### src/rtl/edge_irq_pkg.sv
package edge_irq_pkg;

  // Fixed register offsets that host software decodes.
  localparam int OFS_CLEAR     = 'h01;
  localparam int OFS_STATUS    = 'h02;
  localparam int OFS_CTRL      = 'h03;
  localparam int OFS_RISE_BASE = 'h42;
  localparam int OFS_FALL_BASE = 'h43;
  localparam int OFS_STRIDE    = 'h10;

  // Bit positions in the clear register.
  localparam int CLR_OVF_BIT  = 2;
  localparam int CLR_EDGE_BIT = 3;

  localparam int CTRL_W = 5;

  // Control register, bit 0 first from the right.
  typedef struct packed {
    logic fallOn;    // bit 4
    logic riseOn;    // bit 3
    logic masterEn;  // bit 2
    logic ovfIe;     // bit 1
    logic edgeIe;    // bit 0
  } ctrlReg_t;

  // Strobes from the register block to the detect datapath.
  typedef struct packed {
    logic clrEdge;
    logic clrOvf;
    logic riseOn;
    logic fallOn;
  } detStrobe_t;

endpackage

### src/rtl/edge_irq_detect.sv
module edge_irq_detect
  import edge_irq_pkg::*;
#(
  parameter int NUM_PORTS = 4,
  parameter int DATA_W    = 8
) (
  input  logic                          clk,
  input  logic                          rstN,
  input  logic [NUM_PORTS*DATA_W-1:0]   pinsIn,
  input  logic [NUM_PORTS*DATA_W-1:0]   riseMask,
  input  logic [NUM_PORTS*DATA_W-1:0]   fallMask,
  input  detStrobe_t                    strobe,
  output logic                          edgeFlag,
  output logic                          ovfFlag,
  output logic                          edgeNow
);

  localparam int PIN_W = NUM_PORTS * DATA_W;

  logic [PIN_W-1:0] prevQ;
  logic [PIN_W-1:0] riseHits;
  logic [PIN_W-1:0] fallHits;

  always_ff @(posedge clk) begin
    if (!rstN) prevQ <= '0;
    else       prevQ <= pinsIn;
  end

  assign riseHits = pinsIn & ~prevQ & riseMask;
  assign fallHits = ~pinsIn & prevQ & fallMask;
  assign edgeNow  = (strobe.riseOn && (|riseHits)) ||
                    (strobe.fallOn && (|fallHits));

  // A new event takes priority over a same-cycle clear.
  always_ff @(posedge clk) begin
    if (!rstN) begin
      edgeFlag <= 1'b0;
      ovfFlag  <= 1'b0;
    end else begin
      if (edgeNow)             edgeFlag <= 1'b1;
      else if (strobe.clrEdge) edgeFlag <= 1'b0;

      if (edgeNow && edgeFlag) ovfFlag <= 1'b1;
      else if (strobe.clrOvf)  ovfFlag <= 1'b0;
    end
  end

endmodule

### src/rtl/edge_irq_regs.sv
module edge_irq_regs
  import edge_irq_pkg::*;
#(
  parameter int NUM_PORTS = 4,
  parameter int DATA_W    = 8,
  parameter int ADDR_W    = 8
) (
  input  logic                          clk,
  input  logic                          rstN,
  input  logic                          regWe,
  input  logic [ADDR_W-1:0]             regAddr,
  input  logic [DATA_W-1:0]             regWdata,
  input  logic                          edgeFlag,
  input  logic                          ovfFlag,
  output logic [NUM_PORTS*DATA_W-1:0]   riseMask,
  output logic [NUM_PORTS*DATA_W-1:0]   fallMask,
  output detStrobe_t                    strobe,
  output logic [DATA_W-1:0]             regRdata,
  output logic                          irqOut
);

  localparam logic [ADDR_W-1:0] A_CLEAR  = ADDR_W'(OFS_CLEAR);
  localparam logic [ADDR_W-1:0] A_STATUS = ADDR_W'(OFS_STATUS);
  localparam logic [ADDR_W-1:0] A_CTRL   = ADDR_W'(OFS_CTRL);

  logic [NUM_PORTS-1:0][DATA_W-1:0] riseQ;
  logic [NUM_PORTS-1:0][DATA_W-1:0] fallQ;
  ctrlReg_t ctrlQ;
  logic clearWr;

  for (genvar p = 0; p < NUM_PORTS; p++) begin : g_port
    localparam logic [ADDR_W-1:0] A_RISE = ADDR_W'(OFS_RISE_BASE + p * OFS_STRIDE);
    localparam logic [ADDR_W-1:0] A_FALL = ADDR_W'(OFS_FALL_BASE + p * OFS_STRIDE);

    always_ff @(posedge clk) begin
      if (!rstN) begin
        riseQ[p] <= '0;
        fallQ[p] <= '0;
      end else if (regWe) begin
        if (regAddr == A_RISE) riseQ[p] <= regWdata;
        if (regAddr == A_FALL) fallQ[p] <= regWdata;
      end
    end
  end

  always_ff @(posedge clk) begin
    if (!rstN)                          ctrlQ <= '0;
    else if (regWe && regAddr == A_CTRL) ctrlQ <= ctrlReg_t'(regWdata[CTRL_W-1:0]);
  end

  assign riseMask = riseQ;
  assign fallMask = fallQ;

  assign clearWr        = regWe && (regAddr == A_CLEAR);
  assign strobe.clrEdge = clearWr && regWdata[CLR_EDGE_BIT];
  assign strobe.clrOvf  = clearWr && regWdata[CLR_OVF_BIT];
  assign strobe.riseOn  = ctrlQ.riseOn;
  assign strobe.fallOn  = ctrlQ.fallOn;

  assign irqOut = ctrlQ.masterEn &&
                  ((edgeFlag && ctrlQ.edgeIe) || (ovfFlag && ctrlQ.ovfIe));

  always_comb begin
    regRdata = '0;
    if (regAddr == A_STATUS) begin
      regRdata[0] = edgeFlag;
      regRdata[1] = ovfFlag;
      regRdata[2] = irqOut;
    end else if (regAddr == A_CTRL) begin
      regRdata = DATA_W'(ctrlQ);
    end
    for (int p = 0; p < NUM_PORTS; p++) begin
      if (regAddr == ADDR_W'(OFS_RISE_BASE + p * OFS_STRIDE)) regRdata = riseQ[p];
      if (regAddr == ADDR_W'(OFS_FALL_BASE + p * OFS_STRIDE)) regRdata = fallQ[p];
    end
  end

endmodule

### src/rtl/edge_irq_ctrl.sv
module edge_irq_ctrl
  import edge_irq_pkg::*;
#(
  parameter int NUM_PORTS = 4,
  parameter int DATA_W    = 8,
  parameter int ADDR_W    = 8
) (
  input  logic                          clk,
  input  logic                          rstN,
  input  logic [NUM_PORTS*DATA_W-1:0]   pinsIn,
  input  logic                          regWe,
  input  logic [ADDR_W-1:0]             regAddr,
  input  logic [DATA_W-1:0]             regWdata,
  output logic [DATA_W-1:0]             regRdata,
  output logic                          irqOut
);

  localparam int PIN_W = NUM_PORTS * DATA_W;

  logic [PIN_W-1:0] riseMask;
  logic [PIN_W-1:0] fallMask;
  detStrobe_t       strobe;
  logic             edgeFlag;
  logic             ovfFlag;
  logic             edgeNow;

  edge_irq_regs #(
    .NUM_PORTS(NUM_PORTS), .DATA_W(DATA_W), .ADDR_W(ADDR_W)
  ) u_regs (
    .clk(clk), .rstN(rstN),
    .regWe(regWe), .regAddr(regAddr), .regWdata(regWdata),
    .edgeFlag(edgeFlag), .ovfFlag(ovfFlag),
    .riseMask(riseMask), .fallMask(fallMask),
    .strobe(strobe), .regRdata(regRdata), .irqOut(irqOut)
  );

  edge_irq_detect #(
    .NUM_PORTS(NUM_PORTS), .DATA_W(DATA_W)
  ) u_detect (
    .clk(clk), .rstN(rstN), .pinsIn(pinsIn),
    .riseMask(riseMask), .fallMask(fallMask), .strobe(strobe),
    .edgeFlag(edgeFlag), .ovfFlag(ovfFlag), .edgeNow(edgeNow)
  );

endmodule

### config.mk
export PLATFORM = sky130hd
export DESIGN_NAME = edge_irq_ctrl
export DESIGN_NICKNAME = d
export VERILOG_FILES = /design/src/rtl/edge_irq_pkg.sv /design/src/rtl/edge_irq_detect.sv /design/src/rtl/edge_irq_regs.sv /design/src/rtl/edge_irq_ctrl.sv
export SDC_FILE = /design/constraint.sdc
export NUM_CORES = 1
export LEC_CHECK = 0
export BUFFER_PORTS_ARGS = -buffer_cell sky130_fd_sc_hd__buf_2
export CAP_MARGIN = 10
export CORE_MARGIN = 2
export CORE_UTILIZATION = 42
export CTS_BUF_LIST = sky130_fd_sc_hd__clkbuf_2
export CTS_CLUSTER_DIAMETER = 50
export DETAILED_ROUTE_END_ITERATION = 7
export GPL_ROUTABILITY_DRIVEN = 0
export GPL_TIMING_DRIVEN = 0
export HOLD_SLACK_MARGIN = 0.15
export PLACE_DENSITY = 0.67
export SLEW_MARGIN = 30
export SYNTH_ARGS = -nofsm -noshare
export SYNTH_HDL_FRONTEND = slang
export SYNTH_SLANG_ARGS = --single-unit
### constraint.sdc
create_clock -name clk -period 2 [get_ports clk]
set_clock_uncertainty 0.05 [all_clocks]
set_input_delay 0.2 -clock clk [delete_from_list [all_inputs] [get_ports clk]]
set_output_delay 0.2 -clock clk [all_outputs]
set_load 0.1 [all_outputs]
Word level (Yosys, flattened, before mapping). Cells that the tools add are included.

Output and inout bits: 9. Register bits after elaboration: 103. Logic and storage cells: 72. Input bits: 51.

Reductions and logical operators: 24. Bitwise gates (word level): 6. Eq/ne operators: 11. Mux-type cells: 15.

Operator list (count): $and A32 B32 Y32 (4); $eq A8 B7 Y1 const B (8); $mux W8 (8); $not A32 Y32 (2); $reduce_or A32 Y1 (2); $eq A8 B2 Y1 const B (2); $reduce_and A2 Y1 (8); $logic_and A1 B1 Y1 (10); $eq A8 B1 Y1 const B (1); $mux W5 (1); $mux W1 (4); $reduce_bool A2 Y1 (2); $mux W3 (1); $logic_or A1 B1 Y1 (2); $mux W2 (1).

Logic depth before layout (Yosys ltp).
Depth after elaboration: 12. Gate-level depth with buffers: 8. Depth with buffers taken out: 6.

By module. Synthesis repeated with hierarchy kept, for this count alone.

Cell total of the unflattened synthesis: 562. Area total of the unflattened synthesis: 5193.7 µm².

By module, submodules not included: edge_irq_regs (area each 3646.0 µm², instances 1, cells an instance 377); edge_irq_detect (area each 1547.7 µm², instances 1, cells an instance 185).

Worst setup path before layout. Ideal clock, no wire load.

Path kind: register to output. Start point: register u_detect.edgeFlag. End point: output port regRdata[2]. Path slack: -1.382 ns. Arrival time: 3.132 ns. Cell stages (with the launch flop): 7. Cells stage by stage: dfxtp_1 a22oi_1 nor2b_1 a22o_1 o22ai_1 a211oi_1 a221o_1.

Longest elaborated chain between the ends: 12.

Ends and longest elaborated chain: from (decl) (RTL line edge_irq_detect.sv:13) `output logic edgeFlag,`; from (signal assigned) (RTL line edge_irq_detect.sv:37) `edgeFlag <= 1'b0;`; from (signal assigned) (RTL line edge_irq_detect.sv:40) `if (edgeNow) edgeFlag <= 1'b1;`; from (signal assigned) (RTL line edge_irq_detect.sv:41) `else if (strobe.clrEdge) edgeFlag <= 1'b0;`; $logic_and A1 B1 Y1 (RTL line edge_irq_regs.sv:61) `((edgeFlag && ctrlQ.edgeIe) || (ovfFlag && ctrlQ.ovfIe));`; $logic_or A1 B1 Y1 (RTL line edge_irq_regs.sv:61); $logic_and A1 B1 Y1 (RTL line edge_irq_regs.sv:60) `assign irqOut = ctrlQ.masterEn &&`; named net irqOut (RTL line edge_irq_ctrl.sv:15) `output logic irqOut`; $mux W3 (RTL line edge_irq_regs.sv:65) `if (regAddr == A_STATUS) begin`; $mux W8 (RTL line edge_irq_regs.sv:73) `if (regAddr == ADDR_W'(OFS_RISE_BASE + p * OFS_STRIDE)) regRdata = riseQ[p];`; $mux W8 (RTL line edge_irq_regs.sv:74) `if (regAddr == ADDR_W'(OFS_FALL_BASE + p * OFS_STRIDE)) regRdata = fallQ[p];`; $mux W8 (RTL line edge_irq_regs.sv:73); $mux W8 (RTL line edge_irq_regs.sv:74); $mux W8 (RTL line edge_irq_regs.sv:73); $mux W8 (RTL line edge_irq_regs.sv:74); $mux W8 (RTL line edge_irq_regs.sv:73); $mux W8 (RTL line edge_irq_regs.sv:74); to (decl) (RTL line edge_irq_ctrl.sv:14) `output logic [DATA_W-1:0] regRdata,`.

The timed path passes the listed nets, and every way through them passes these cells.

Worst setup path in the final report.
Start point: register u_regs.riseQ (netlist bit u_regs.riseMask[0]). End point: output port regRdata[0].

Longest elaborated chain between the ends: 8.

Ends and longest elaborated chain: from (decl) (RTL line edge_irq_regs.sv:26) `logic [NUM_PORTS-1:0][DATA_W-1:0] riseQ;`; from (signal, indexed assignment) (RTL line edge_irq_regs.sv:40) `if (regAddr == A_RISE) riseQ[p] <= regWdata;`; $mux W8 (RTL line edge_irq_regs.sv:73); $mux W8 (RTL line edge_irq_regs.sv:74); $mux W8 (RTL line edge_irq_regs.sv:73); $mux W8 (RTL line edge_irq_regs.sv:74); $mux W8 (RTL line edge_irq_regs.sv:73); $mux W8 (RTL line edge_irq_regs.sv:74); $mux W8 (RTL line edge_irq_regs.sv:73); $mux W8 (RTL line edge_irq_regs.sv:74).

No other way between the ends.

==> out/results.ini <==
[timing]
period_minus_slack_ns=2.60
fmax_ghz=0.385
layout_setup_ws_ns=-0.600
rsz0062_at_grt=true
slew_viol_final=0
fin_worst_hold_slack_ns=0.166
maxSlewHeadroom=0.497
worst_pin_slew_ns=0.755
finalHoldViolCount=0
fin_crit_sh=1.30
finalSetupViolCount=7

[final_layout]
seqCellArea_sq_mm=0.00211
multi_input_area_sq_mm=0.00291
fin_nets=788
final_cell_mix=nand2_1 (97), dfxtp_1 (74), a21oi_1 (51), buf_2 (50), dlygate4sd3_1 (48)
instances_no_fill=885
design_area_sq_mm=0.00650
syn2layout_area_growth_pct=30.0
drive_gt1_frac=0.252
layout_commonest_cell=nand2_1
diodes=0
fillers=1060

[global_routing]
grt.overflow.total=0
grt_pass1_vias=5158
grt_first_pass_wirelength_microns=27800
grt_max_degree=19
grt_usage=0.281
grt_antenna_before_repair=0

[logic_synthesis]
syn_avg_cell_area_sq_um=8.14
syn_area_sq_mm=0.00500
synthDistinctLibCells=61
synth_nets=665
synthCells=614
seq_area_frac_synth=0.413
ys_ff_latch=103
yosys_warnings=0
synth_edf_count=0
synthFlopType=dfxtp_1
async_flop_share=0

[die]
coreArea_sq_mm=0.0115
die_y_microns=113
initial_utilization=0.434
die_area_sq_mm=0.0128
rows=39
die_w_microns=113
pin_count=60

[power_and_ir_drop]
netSwitchingFraction=0.302
leakage_nw=2.56
power.share.clock=0.271
ir_drop_uv=318
seqPwrFrac=0.600
p_comb_frac=0.129
power.internal_mw=2.46
power.total_mw=3.52
p_per_area_mw_per_mm2=541
p_sw_mw=1.06

[setup_path]
critPathKind=reg -> out
reg2reg_slack_ns=0.02
slowest_stage=dfxtp_2
cp_max_fo=2
worstPathCellList=nor3b_1, or4_1, o32a_1, o32ai_2, o221a_4, buf_12
crit_required_ns=1.75
r2r_end=u_detect.ovfFlag$_SDFFE_PN0P_
critPathLaunchType=flop
max_stage_delay_ns=0.41
end_kind=output port
rr_startpoint=u_regs.riseMask[18]$_SDFFE_PN0P_
rr_worst_depth=6
arrival_ns=2.35

[run]
maxCapViolations=0

[clock_network]
cts_tree=done
insertion_delay_ns=0.62
cts_buffer_depth=2
cts_num_sinks=103
clk_pin_slew_ns=0.32
cts_buffers=9
htreeDepth=3
clock-root-buffer=clkbuf_2

[routing]
m1WireLength_microns=7590
routedWlPerCell_microns=20.7
drt_iter0_drc=738
via_count=5399
routed_wl_microns=18300
ant_nets=0
drc=3
dr_wl_met3_microns=1830
top_layer_used=met4
met2_length_microns=8200
first_pass_iters=8
vias_per_cell=6.10

[status]
outcome=finished with violations
violations=DRC, setup timing

[hold_path]
min_path_cells=4
hold_path_end=u_regs.riseMask[21]$_SDFFE_PN0P_
min_from=regWe
holdCritPathClass=in -> reg

[placement]
dp_hpwl_microns=13000
dp.cells=806
placed_cell_area_sq_mm=0.00549
port_buffers=49

[synthesized netlist by cell type, types with 2 or more instances]
master	count	area, sq um
a31oi_1	11	68.8
buf_2	13	65.1
nor2b_1	5	31.3
a211oi_1	5	37.5
and2_1	32	200
clkbuf_1	23	86.3
mux2_2	5	56.3
nor4_1	3	18.8
a221oi_1	3	26.3
nand2b_1	2	12.5
nand4_1	3	18.8
or4_1	3	22.5
o221a_1	2	22.5
nor2_1	41	154
a22oi_1	10	75.1
inv_1	9	33.8
and3_1	2	12.5
nor3_1	6	30.0
nor3_4	2	32.5
nor3b_1	2	15.0
a22o_1	2	17.5
mux2i_1	26	260
and3b_1	8	70.1
buf_4	4	30.0
nand2_2	4	25.0
o21ai_0	5	25.0
inv_2	2	7.51
dfxtp_1	103	2060
nand3b_1	16	120
nand3_1	48	240
o21ai_1	6	30.0
o22ai_1	19	119
o211ai_1	4	30.0
nand2_1	102	383
a21oi_1	55	275
nor2_4	2	22.5
and2b_1	2	15.0
[stage by stage]
stage / util / worst slack (ns) / TNS [ns]
6_report: 0.564 / -0.600 / -1.88
3_3_place_gp: 0.476 / -0.510 / -3.95
3_5_place_dp: 0.476 / -0.565 / -4.29
4_1_cts: 0.556 / -0.598 / -1.80
5_1_grt: 0.564 / -0.677 / -2.47
2_1_floorplan: - / -0.110 / -0.110
[power by group through the flow]
stage,sequential [mW],clock [mW],combinational (mW)
after floorplan,2.15,0,0.197
after global placement,2.15,0,0.341
after detailed placement,2.15,0,0.345
after CTS,2.11,0.939,0.435
after global routing,2.12,1.02,0.479
final,2.11,0.953,0.456
[kinds of logic after synthesis]
family | Yosys count | share of synthesized area
and+or+nand+nor | 294 | 0.309
muxes | 32 | 0.0656
AOI/OAI and AO/OA | 132 | 0.165
DFF | 103 | 0.413
buffers and inverters | 53 | 0.0476
[worst max-delay path by stage]
stage	slack, ns	endpoint	start
2_1_floorplan	-0.11	regRdata[2]	u_regs.ctrlQ[1]$_SDFFE_PN0P_
3_3_place_gp	-0.51	regRdata[3]	regAddr[3]
3_5_place_dp	-0.56	regRdata[3]	regAddr[3]
4_1_cts	-0.60	regRdata[0]	u_regs.riseMask[0]$_SDFFE_PN0P_
5_1_grt	-0.68	regRdata[0]	u_regs.riseMask[0]$_SDFFE_PN0P_
6_report	-0.60	regRdata[0]	u_regs.riseMask[0]$_SDFFE_PN0P_
[state kept, by name (all words and copies together) (netlist names)]
signal	cells
u_regs.fallMask	32
u_regs.ctrlQ	3
u_detect.edgeFlag	1
u_regs.riseMask	32
u_detect.prevQ	32
u_regs.strobe	2
u_detect.ovfFlag	1
[cell type report]
type	instances	area share
Multi-Input combinational cell	458	0.447
Sequential cell	103	0.324
Timing Repair Buffer	112	0.147
Buffer	41	0.0325
Tap cell	143	0.0275
Clock inverter	7	0.00809
Clock buffer	9	0.00693
Inverter	12	0.00693
[worst max-delay path, delay by kind of cell, from the launching register on]
kind	cells	cell delay, ns
AO/OA/AOI/OAI	3	0.70
buffers and inverters	1	0.17
flip-flops	1	0.41
AND/OR/NAND/NOR	2	0.44
[metal layers]
metal | vias up | track usage
li1 | 2422 | -
met1 | 2545 | 0.382
met2 | 363 | 0.444
met3 | 69 | 0.0530
met4 | 0 | 0.107
met5 | - | 0
[what timing repair did]
| action | CTS | global route |
|---|---|---|
| setup buffers | 13 | 2 |
| hold endpoints to repair | 103 | 0 |
| endpoints found under the setup margin | 10 | 10 |
| pin swaps | 12 | 11 |
| gates resized for setup | 76 | 23 |
| hold buffers | 48 | 0 |
Power figures use the tool's default switching activity.
